### config.mk
export PLATFORM = sky130hd
export DESIGN_NAME = mac_swreset_ctrl
export DESIGN_NICKNAME = d
export VERILOG_FILES = /design/src/rtl/swrst_pkg.sv /design/src/rtl/swrst_regif.sv /design/src/rtl/swrst_gate.sv /design/src/rtl/mac_swreset_ctrl.sv
export SDC_FILE = /design/constraint.sdc
export NUM_CORES = 1
export LEC_CHECK = 0
export ABC_AREA = 1
export CORE_AREA = 4 4 41 43
export DETAILED_ROUTE_END_ITERATION = 8
export DIE_AREA = 0 0 45 47
export DONT_BUFFER_PORTS = 1
export SLEW_MARGIN = 20
export SYNTH_ARGS = -nofsm -noshare
export SYNTH_HDL_FRONTEND = slang
export SYNTH_HIERARCHICAL = 1
export SYNTH_SLANG_ARGS = --single-unit
export TNS_END_PERCENT = 10
### constraint.sdc
create_clock -name clk -period 0.8 [get_ports clk]
set_input_delay 0.16 -clock clk [delete_from_list [all_inputs] [get_ports clk]]
set_output_delay 0.16 -clock clk [all_outputs]
set_load 0.02 [all_outputs]
### src/rtl/swrst_pkg.sv
package swrst_pkg;

   // Decoded view of one register access cycle
   typedef struct packed {
      logic set_req;   // write of 1 to the control word
      logic rd_hit;    // read of the control word
      logic rd_any;    // any read
   } swrst_access_t;

endpackage

### src/rtl/swrst_regif.sv
module swrst_regif
   import swrst_pkg::*;
#(
   parameter int          ADDR_W   = 8,
   parameter int          DATA_W   = 32,
   parameter logic [63:0] REG_ADDR = 64'h4,
   parameter bit          RD_REG   = 1'b1
) (
   input  logic              clk,
   input  logic              rst_n,
   input  logic              acc_valid,
   input  logic              acc_write,
   input  logic [ADDR_W-1:0] acc_addr,
   input  logic [DATA_W-1:0] acc_wdata,
   input  logic              pending,
   output swrst_access_t     acc,
   output logic [DATA_W-1:0] rdata
);

   localparam logic [ADDR_W-1:0] HIT_ADDR = REG_ADDR[ADDR_W-1:0];
   localparam int                PAD_W    = DATA_W - 1;

   logic              addr_hit;
   logic [DATA_W-1:0] status_word;

   assign addr_hit    = (acc_addr == HIT_ADDR);
   assign status_word = {{PAD_W{1'b0}}, pending};

   always_comb begin
      acc.set_req = acc_valid &  acc_write & addr_hit & acc_wdata[0];
      acc.rd_hit  = acc_valid & ~acc_write & addr_hit;
      acc.rd_any  = acc_valid & ~acc_write;
   end

   generate
      if (RD_REG) begin : g_rd_flop
         always_ff @(posedge clk or negedge rst_n) begin
            if (!rst_n) begin
               rdata <= '0;
            end else if (acc.rd_any) begin
               rdata <= acc.rd_hit ? status_word : '0;
            end
         end
      end else begin : g_rd_comb
         always_comb begin
            rdata = acc.rd_hit ? status_word : '0;
         end
      end
   endgenerate


   reserved_zero_chk: assert property (@(posedge clk) disable iff (!rst_n)
      rdata[DATA_W-1:1] == '0);

endmodule

### src/rtl/swrst_gate.sv
module swrst_gate (
   input  logic clk,
   input  logic rst_n,
   input  logic set_req,
   input  logic rx_idle,
   input  logic tx_idle,
   output logic pending,
   output logic fire
);

   logic pending_q;
   logic both_idle;

   assign both_idle = rx_idle & tx_idle;
   assign fire      = pending_q & both_idle;
   assign pending   = pending_q;

   // A request raised in the firing cycle is covered by that pulse
   always_ff @(posedge clk or negedge rst_n) begin
      if (!rst_n) begin
         pending_q <= 1'b0;
      end else begin
         pending_q <= (pending_q | set_req) & ~fire;
      end
   end


   set_takes_chk: assert property (@(posedge clk) disable iff (!rst_n)
      (set_req && !pending_q) |=> pending_q);


   fire_clears_chk: assert property (@(posedge clk) disable iff (!rst_n)
      fire |=> !pending_q);


   pending_hold_chk: assert property (@(posedge clk) disable iff (!rst_n)
      (pending_q && !(rx_idle && tx_idle)) |=> pending_q);

endmodule

### src/rtl/mac_swreset_ctrl.sv
module mac_swreset_ctrl
   import swrst_pkg::*;
#(
   parameter int          ADDR_W   = 8,
   parameter int          DATA_W   = 32,
   parameter logic [63:0] REG_ADDR = 64'h4,
   parameter bit          RD_REG   = 1'b1
) (
   input  logic              clk,
   input  logic              rst_n,
   input  logic              reg_valid,
   input  logic              reg_write,
   input  logic [ADDR_W-1:0] reg_addr,
   input  logic [DATA_W-1:0] reg_wdata,
   output logic [DATA_W-1:0] reg_rdata,
   input  logic              rx_idle,
   input  logic              tx_idle,
   output logic              mac_rst_pulse
);

   localparam longint ADDR_SPAN = longint'(1) << ADDR_W;

   generate
      if (DATA_W < 2) begin : g_bad_data_w
         $error("mac_swreset_ctrl: DATA_W must be at least 2");
      end
      if (ADDR_W < 1 || ADDR_W > 32) begin : g_bad_addr_w
         $error("mac_swreset_ctrl: ADDR_W must lie in 1..32");
      end
      if (REG_ADDR >= 64'(ADDR_SPAN)) begin : g_bad_reg_addr
         $error("mac_swreset_ctrl: REG_ADDR does not fit in ADDR_W bits");
      end
   endgenerate

   swrst_access_t acc;
   logic          pending;
   logic          fire;

   swrst_regif #(
      .ADDR_W   (ADDR_W),
      .DATA_W   (DATA_W),
      .REG_ADDR (REG_ADDR),
      .RD_REG   (RD_REG)
   ) u_regif (
      .clk       (clk),
      .rst_n     (rst_n),
      .acc_valid (reg_valid),
      .acc_write (reg_write),
      .acc_addr  (reg_addr),
      .acc_wdata (reg_wdata),
      .pending   (pending),
      .acc       (acc),
      .rdata     (reg_rdata)
   );

   swrst_gate u_gate (
      .clk     (clk),
      .rst_n   (rst_n),
      .set_req (acc.set_req),
      .rx_idle (rx_idle),
      .tx_idle (tx_idle),
      .pending (pending),
      .fire    (fire)
   );

   assign mac_rst_pulse = fire;


   pulse_idle_chk: assert property (@(posedge clk) disable iff (!rst_n)
      mac_rst_pulse |-> (rx_idle && tx_idle));


   single_pulse_chk: assert property (@(posedge clk) disable iff (!rst_n)
      mac_rst_pulse |=> !mac_rst_pulse);

endmodule

==> results of run 1 <==
flip-flops by register name, indices dropped and copies added (netlist names):
register	cells
u_gate/pending	1
u_regif/rdata	1
layout by cell type (no fill, tap or decap), types with 2 or more instances in the layout:
| master | count |
|---|---|
| clkbuf_4 | 3 |
| conb_1 | 31 |
| dfrtp_1 | 2 |
| inv_1 | 3 |
| inv_2 | 2 |
| nand2_1 | 7 |
| nand3_1 | 2 |
| nor2_1 | 4 |
| nor2_2 | 3 |
worst register-to-register path, stage by stage, from the launching register on:
cell and delay (ns):
dfrtp_1 0.37, buf_4 0.14, nand3_1 0.07, nand2_1 0.05
area by class of cell:
cell class,count,area (um^2),share of cell area [%]
well taps,15,18.8,5.34
repair buffers,3,37.5,10.7
inverters,5,18.8,5.34
flip-flops and latches,2,50.0,14.2
multi-input cells,49,204,58.0
clock buffers,3,22.5,6.41
worst max-delay path by stage:
| stage | end | slack (ns) | startpoint |
|---|---|---|---|
| 2_1_floorplan | mac_rst_pulse | 0.03 | u_gate/pending |
| 3_3_place_gp | mac_rst_pulse | 0.04 | u_gate/pending |
| 3_5_place_dp | mac_rst_pulse | 0.03 | u_gate/pending |
| 4_1_cts | mac_rst_pulse | -0.14 | u_gate/pending |
| 5_1_grt | mac_rst_pulse | -0.17 | u_gate/pending |
| 6_report | reg_rdata[0] | -0.12 | u_regif/rdata[0] |
metal layers:
| layer | wire length [um] | share of wire [%] |
|---|---|---|
| met4 | 0 | 0 |
| met5 | 0 | 0 |
| met1 | 122 | 22 |
| met2 | 297 | 53 |
| met3 | 136 | 24 |
power groups by stage:
stage / sequential [mW] / clock, mW / combinational, mW
2_1_floorplan: 0.103 / 0 / 0.258
3_3_place_gp: 0.103 / 0 / 0.143
3_5_place_dp: 0.103 / 0 / 0.143
4_1_cts: 0.102 / 0.238 / 0.150
5_1_grt: 0.102 / 0.249 / 0.166
6_report: 0.102 / 0.217 / 0.154
what timing repair did:
item,4_1_cts,5_1_grt
hold buffers,1,0
hold endpoints to repair,2,0
gates resized for setup,1,0
pin swaps,1,0
setup endpoints to repair,2,2
==> results.json, run 1 <==
{
  "ir_worst_vdd_mv": 0.394,
  "setup_viol": 2,
  "report.final.slew_viol_count": 0,
  "fillCellCount": 158,
  "grt_max_degree": 3,
  "die_h_um": 47,
  "cts_sinks": 2,
  "met2_usage_pct": 6.50,
  "start_util_pct": 29.8,
  "post-route-min-period_ns": 0.920,
  "critPathLaunchType": "register",
  "die_area_um2": 2120,
  "reg2reg_slack_ns": 0.06,
  "p_int_uw": 279,
  "clock-skew-final_ns": 0.00183,
  "syn_area_per_cell_um2": 6.80,
  "rr_worst_depth": 3,
  "clk_pin_slew_worst_paths_ns": 0.03,
  "grt_setup_unrepaired": "yes",
  "finalSetupTns_ns": -0.237,
  "r2r_end": "u_regif/rdata[0]",
  "coreArea_um2": 1300,
  "dpl_cell_area_um2": 314,
  "crit_buf_inv": 1,
  "cp_top_family": "flip-flops",
  "worst-path-stages": 1,
  "clock.fmax_mhz": 1090,
  "fin_crit_sh_pct": 115,
  "grt_pass1_vias": 153,
  "drive_gt1_share_pct": 19.4,
  "crit_chain": "buf_12",
  "p_clk_share_pct": 45.9,
  "port_buffers": 0,
  "grt_pass1_wl_um": 607,
  "vias_per_cell": 2.97,
  "drt_wl_total_um": 557,
  "crit_fanout": 2,
  "drtIter0Drc": 2,
  "die_x_um": 45,
  "fin_util_pct": 27.0,
  "drc": 0,
  "holdPathEnd": "u_regif/rdata[0]",
  "stdcell_count": 77,
  "max-cap-violations": 0,
  "finalNetCount": 110,
  "failed_checks": "negative setup slack",
  "root_buffer": "clkbuf_4",
  "grt-ovfl-total": 0,
  "dp_slack_ns": 0.0330,
  "dp_hpwl_um": 526,
  "hp-class": "input pin to register",
  "syn_area_um2": 388,
  "timing.rr.start": "u_gate/pending",
  "synthCells": 57,
  "area_delta_synth_final_pct": -9.35,
  "hold_ws_ns": 0.119,
  "end_kind": "primary output",
  "drt-pass1-iter-count": 2,
  "vias": 229,
  "use_met1_pct": 3.19,
  "antenna_found_initial": 0,
  "p_per_area_nw_per_um2": 1350,
  "cts_max_level": 1,
  "fin_total_pwr_uw": 474,
  "place_congestion": 0.666,
  "ant_nets": 0,
  "top_usage_layer": "met4",
  "cp.required_ns": 0.64,
  "cts_buffer_depth": 2,
  "io_pins": 79,
  "antenna_cells": 0,
  "cts_buffers": 3,
  "postLayoutSetupSlackWorst_ns": -0.120,
  "insertion_delay_ns": 0.22,
  "cp.arrival_ns": 0.76,
  "netSwitchingFraction_pct": 41.1,
  "slowest_delay_ns": 0.40,
  "setup.worst_path.class": "register to primary output",
  "grt_usage_pct": 4.66,
  "post-cts-setup-buffers": 0,
  "design_area_um2": 352,
  "p_switching_uw": 195,
  "use_met3_pct": 3.83,
  "avgRoutedWirePerCell_um": 7.23,
  "hold_viol": 0,
  "slowest_stage": "dfrtp_1",
  "yosys_warnings": 6,
  "rows": 13,
  "power_leakage_nw": 0.208,
  "cts_tree": "yes",
  "seq_power_share_pct": 21.6,
  "comb_power_share_pct": 32.6,
  "post-place-cells": 73,
  "status": "finished, violations left",
  "min-delay-start": "reg_write",
  "whs_path_depth": 3
}
Note: power is estimated with default switching activity, not from simulation.
==> inputs of run 2 (changes only) <==
--- a/config.mk
+++ b/config.mk
@@ -6,10 +6,13 @@
 export NUM_CORES = 1
 export LEC_CHECK = 0
 export ABC_AREA = 1
-export CORE_AREA = 4 4 41 43
+export CELL_PAD_IN_SITES_DETAIL_PLACEMENT = 0
+export CELL_PAD_IN_SITES_GLOBAL_PLACEMENT = 1
+export CORE_MARGIN = 4
+export CORE_UTILIZATION = 30
 export DETAILED_ROUTE_END_ITERATION = 8
-export DIE_AREA = 0 0 45 47
 export DONT_BUFFER_PORTS = 1
+export PLACE_DENSITY_LB_ADDON = 0.1
 export SLEW_MARGIN = 20
 export SYNTH_ARGS = -nofsm -noshare
 export SYNTH_HDL_FRONTEND = slang
==> run 2 against run 1 <==
  * The run still ends with negative setup slack left
  * Power rose by 0.29%
  * Design area fell by 0.36%
  * Critical path depth rose by 1
  * Worst setup slack got worse by 0.0017 ns
  * Wire length rose by 3.1%
  * Global-route usage rose by 0.50 points
  * First-iteration DRC count fell by 100%
  * Hold slack improved by 0.0061 ns
  * Die area fell by 8.7%
  * Non-clock buffer count did not move
  * Clock power barely moved
==> results.json, run 2 (synthesis results as in run 1) <==
{
  "root_buffer": "clkbuf_4",
  "failed_checks": "negative setup slack",
  "hp-class": "input pin to register",
  "place_congestion": 0.561,
  "end_kind": "primary output",
  "setup.worst_path.class": "register to primary output",
  "rows": 12,
  "cts_sinks": 2,
  "ir_worst_vdd_mv": 0.586,
  "timing.rr.start": "u_gate/pending",
  "design_area_um2": 350,
  "whs_path_depth": 3,
  "grt_max_degree": 3,
  "insertion_delay_ns": 0.22,
  "coreArea_um2": 1160,
  "fin_crit_sh_pct": 115,
  "die_h_um": 44.0,
  "antenna_found_initial": 0,
  "fin_util_pct": 30.3,
  "seq_area_um2": 50.0,
  "crit_fanout": 2,
  "finalNetCount": 110,
  "grt_pass1_vias": 203,
  "cp.arrival_ns": 0.76,
  "rr_worst_depth": 3,
  "min-delay-start": "reg_write",
  "power_leakage_nw": 0.208,
  "final_common_cell": "conb_1",
  "cp.required_ns": 0.64,
  "vias_per_cell": 2.99,
  "dpl_cell_area_um2": 313,
  "cts_buffers": 3,
  "port_buffers": 0,
  "clock-skew-final_ns": 0.00118,
  "grt-ovfl-total": 0,
  "clk_pin_slew_worst_paths_ns": 0.03,
  "multiInputGateArea_um2": 204,
  "grt_pass1_wl_um": 690,
  "drive_gt1_share_pct": 19.4,
  "status": "finished, violations left",
  "report.final.slew_viol_count": 0,
  "dp_hpwl_um": 526,
  "hold_ws_ns": 0.125,
  "critPathLaunchType": "register",
  "postLayoutSetupSlackWorst_ns": -0.121,
  "cts_buffer_depth": 2,
  "ant_nets": 0,
  "post-route-min-period_ns": 0.921,
  "drt_wl_total_um": 574,
  "dp_slack_ns": 0.0215,
  "cts_max_level": 1,
  "start_util_pct": 33.5,
  "io_pins": 79,
  "layout_common_cells": "31 x conb_1, 7 x nand2_1, 4 x nor2_1",
  "avgRoutedWirePerCell_um": 7.55,
  "r2r_end": "u_regif/rdata[0]",
  "antenna_cells": 0,
  "hold_viol": 0,
  "setup_viol": 2,
  "drt-pass1-iter-count": 1,
  "reg2reg_slack_ns": 0.05,
  "fillCellCount": 136,
  "grt_setup_unrepaired": "yes",
  "vias": 227,
  "drc": 0,
  "holdPathEnd": "u_regif/rdata[0]",
  "area_delta_synth_final_pct": -9.68,
  "cts_tree": "yes",
  "die_area_um2": 1930,
  "p_per_area_nw_per_um2": 1360,
  "drtIter0Drc": 0,
  "grt_usage_pct": 5.16,
  "die_x_um": 44.0,
  "clock.fmax_mhz": 1090,
  "max-cap-violations": 0
}
## run 2: cell counts in the layout (fill, tap and decap cells not counted)
Identical to the previous run, type by type.
## run 2: critical path, stage by stage (launching register included)
cell     delay (ns)
dfrtp_1        0.35
inv_2          0.05
nor2_4         0.14
## run 2: area by class of cell
class	count	area share (%)
repair buffers	3	10.7
inverters	5	5.36
flip-flops and latches	2	14.3
clock buffers	3	6.43
well taps	14	5.00
multi-input cells	49	58.2
## run 2: where the power goes
part / internal, mW / switching, mW
registers: 0.102 / 0.0000831
clock network: 0.165 / 0.0537
logic: 0.0118 / 0.142
total: 0.279 / 0.196
## run 2: per-stage QoR
step / cells / power [mW] / TNS, ns
after global routing: 76 / 0.504 / -0.299
final: 76 / 0.475 / -0.237
after global placement: 72 / 0.247 / 0
after CTS: 76 / 0.487 / -0.273
after floorplan: 87 / 0.362 / 0
after detailed placement: 72 / 0.247 / 0
## run 2: timing repair
action,in CTS,in global routing
hold buffers,1,0
buffers inserted,0,0
hold endpoints to repair,2,0
resized for setup,1,0
setup endpoints to repair,2,2
pin swaps,1,0
## run 2: worst max path at each step
stage	end	slack (ns)	cells past startpoint	startpoint
floorplan	mac_rst_pulse	0.03	2	u_gate/pending
global placement	mac_rst_pulse	0.03	2	u_gate/pending
detailed placement	u_gate/pending	0.02	7	reg_addr[1]
CTS	mac_rst_pulse	-0.14	2	u_gate/pending
global route	mac_rst_pulse	-0.17	2	u_gate/pending
finish	mac_rst_pulse	-0.12	2	u_gate/pending
## run 2: per-layer routing
metal	vias up	routed length (um)	track usage [%]
met3	0	100	1.24
met4	0	0	7.23
met1	91	135	4.82
met5	-	0	0
li1	115	-	-
met2	21	338	7.85
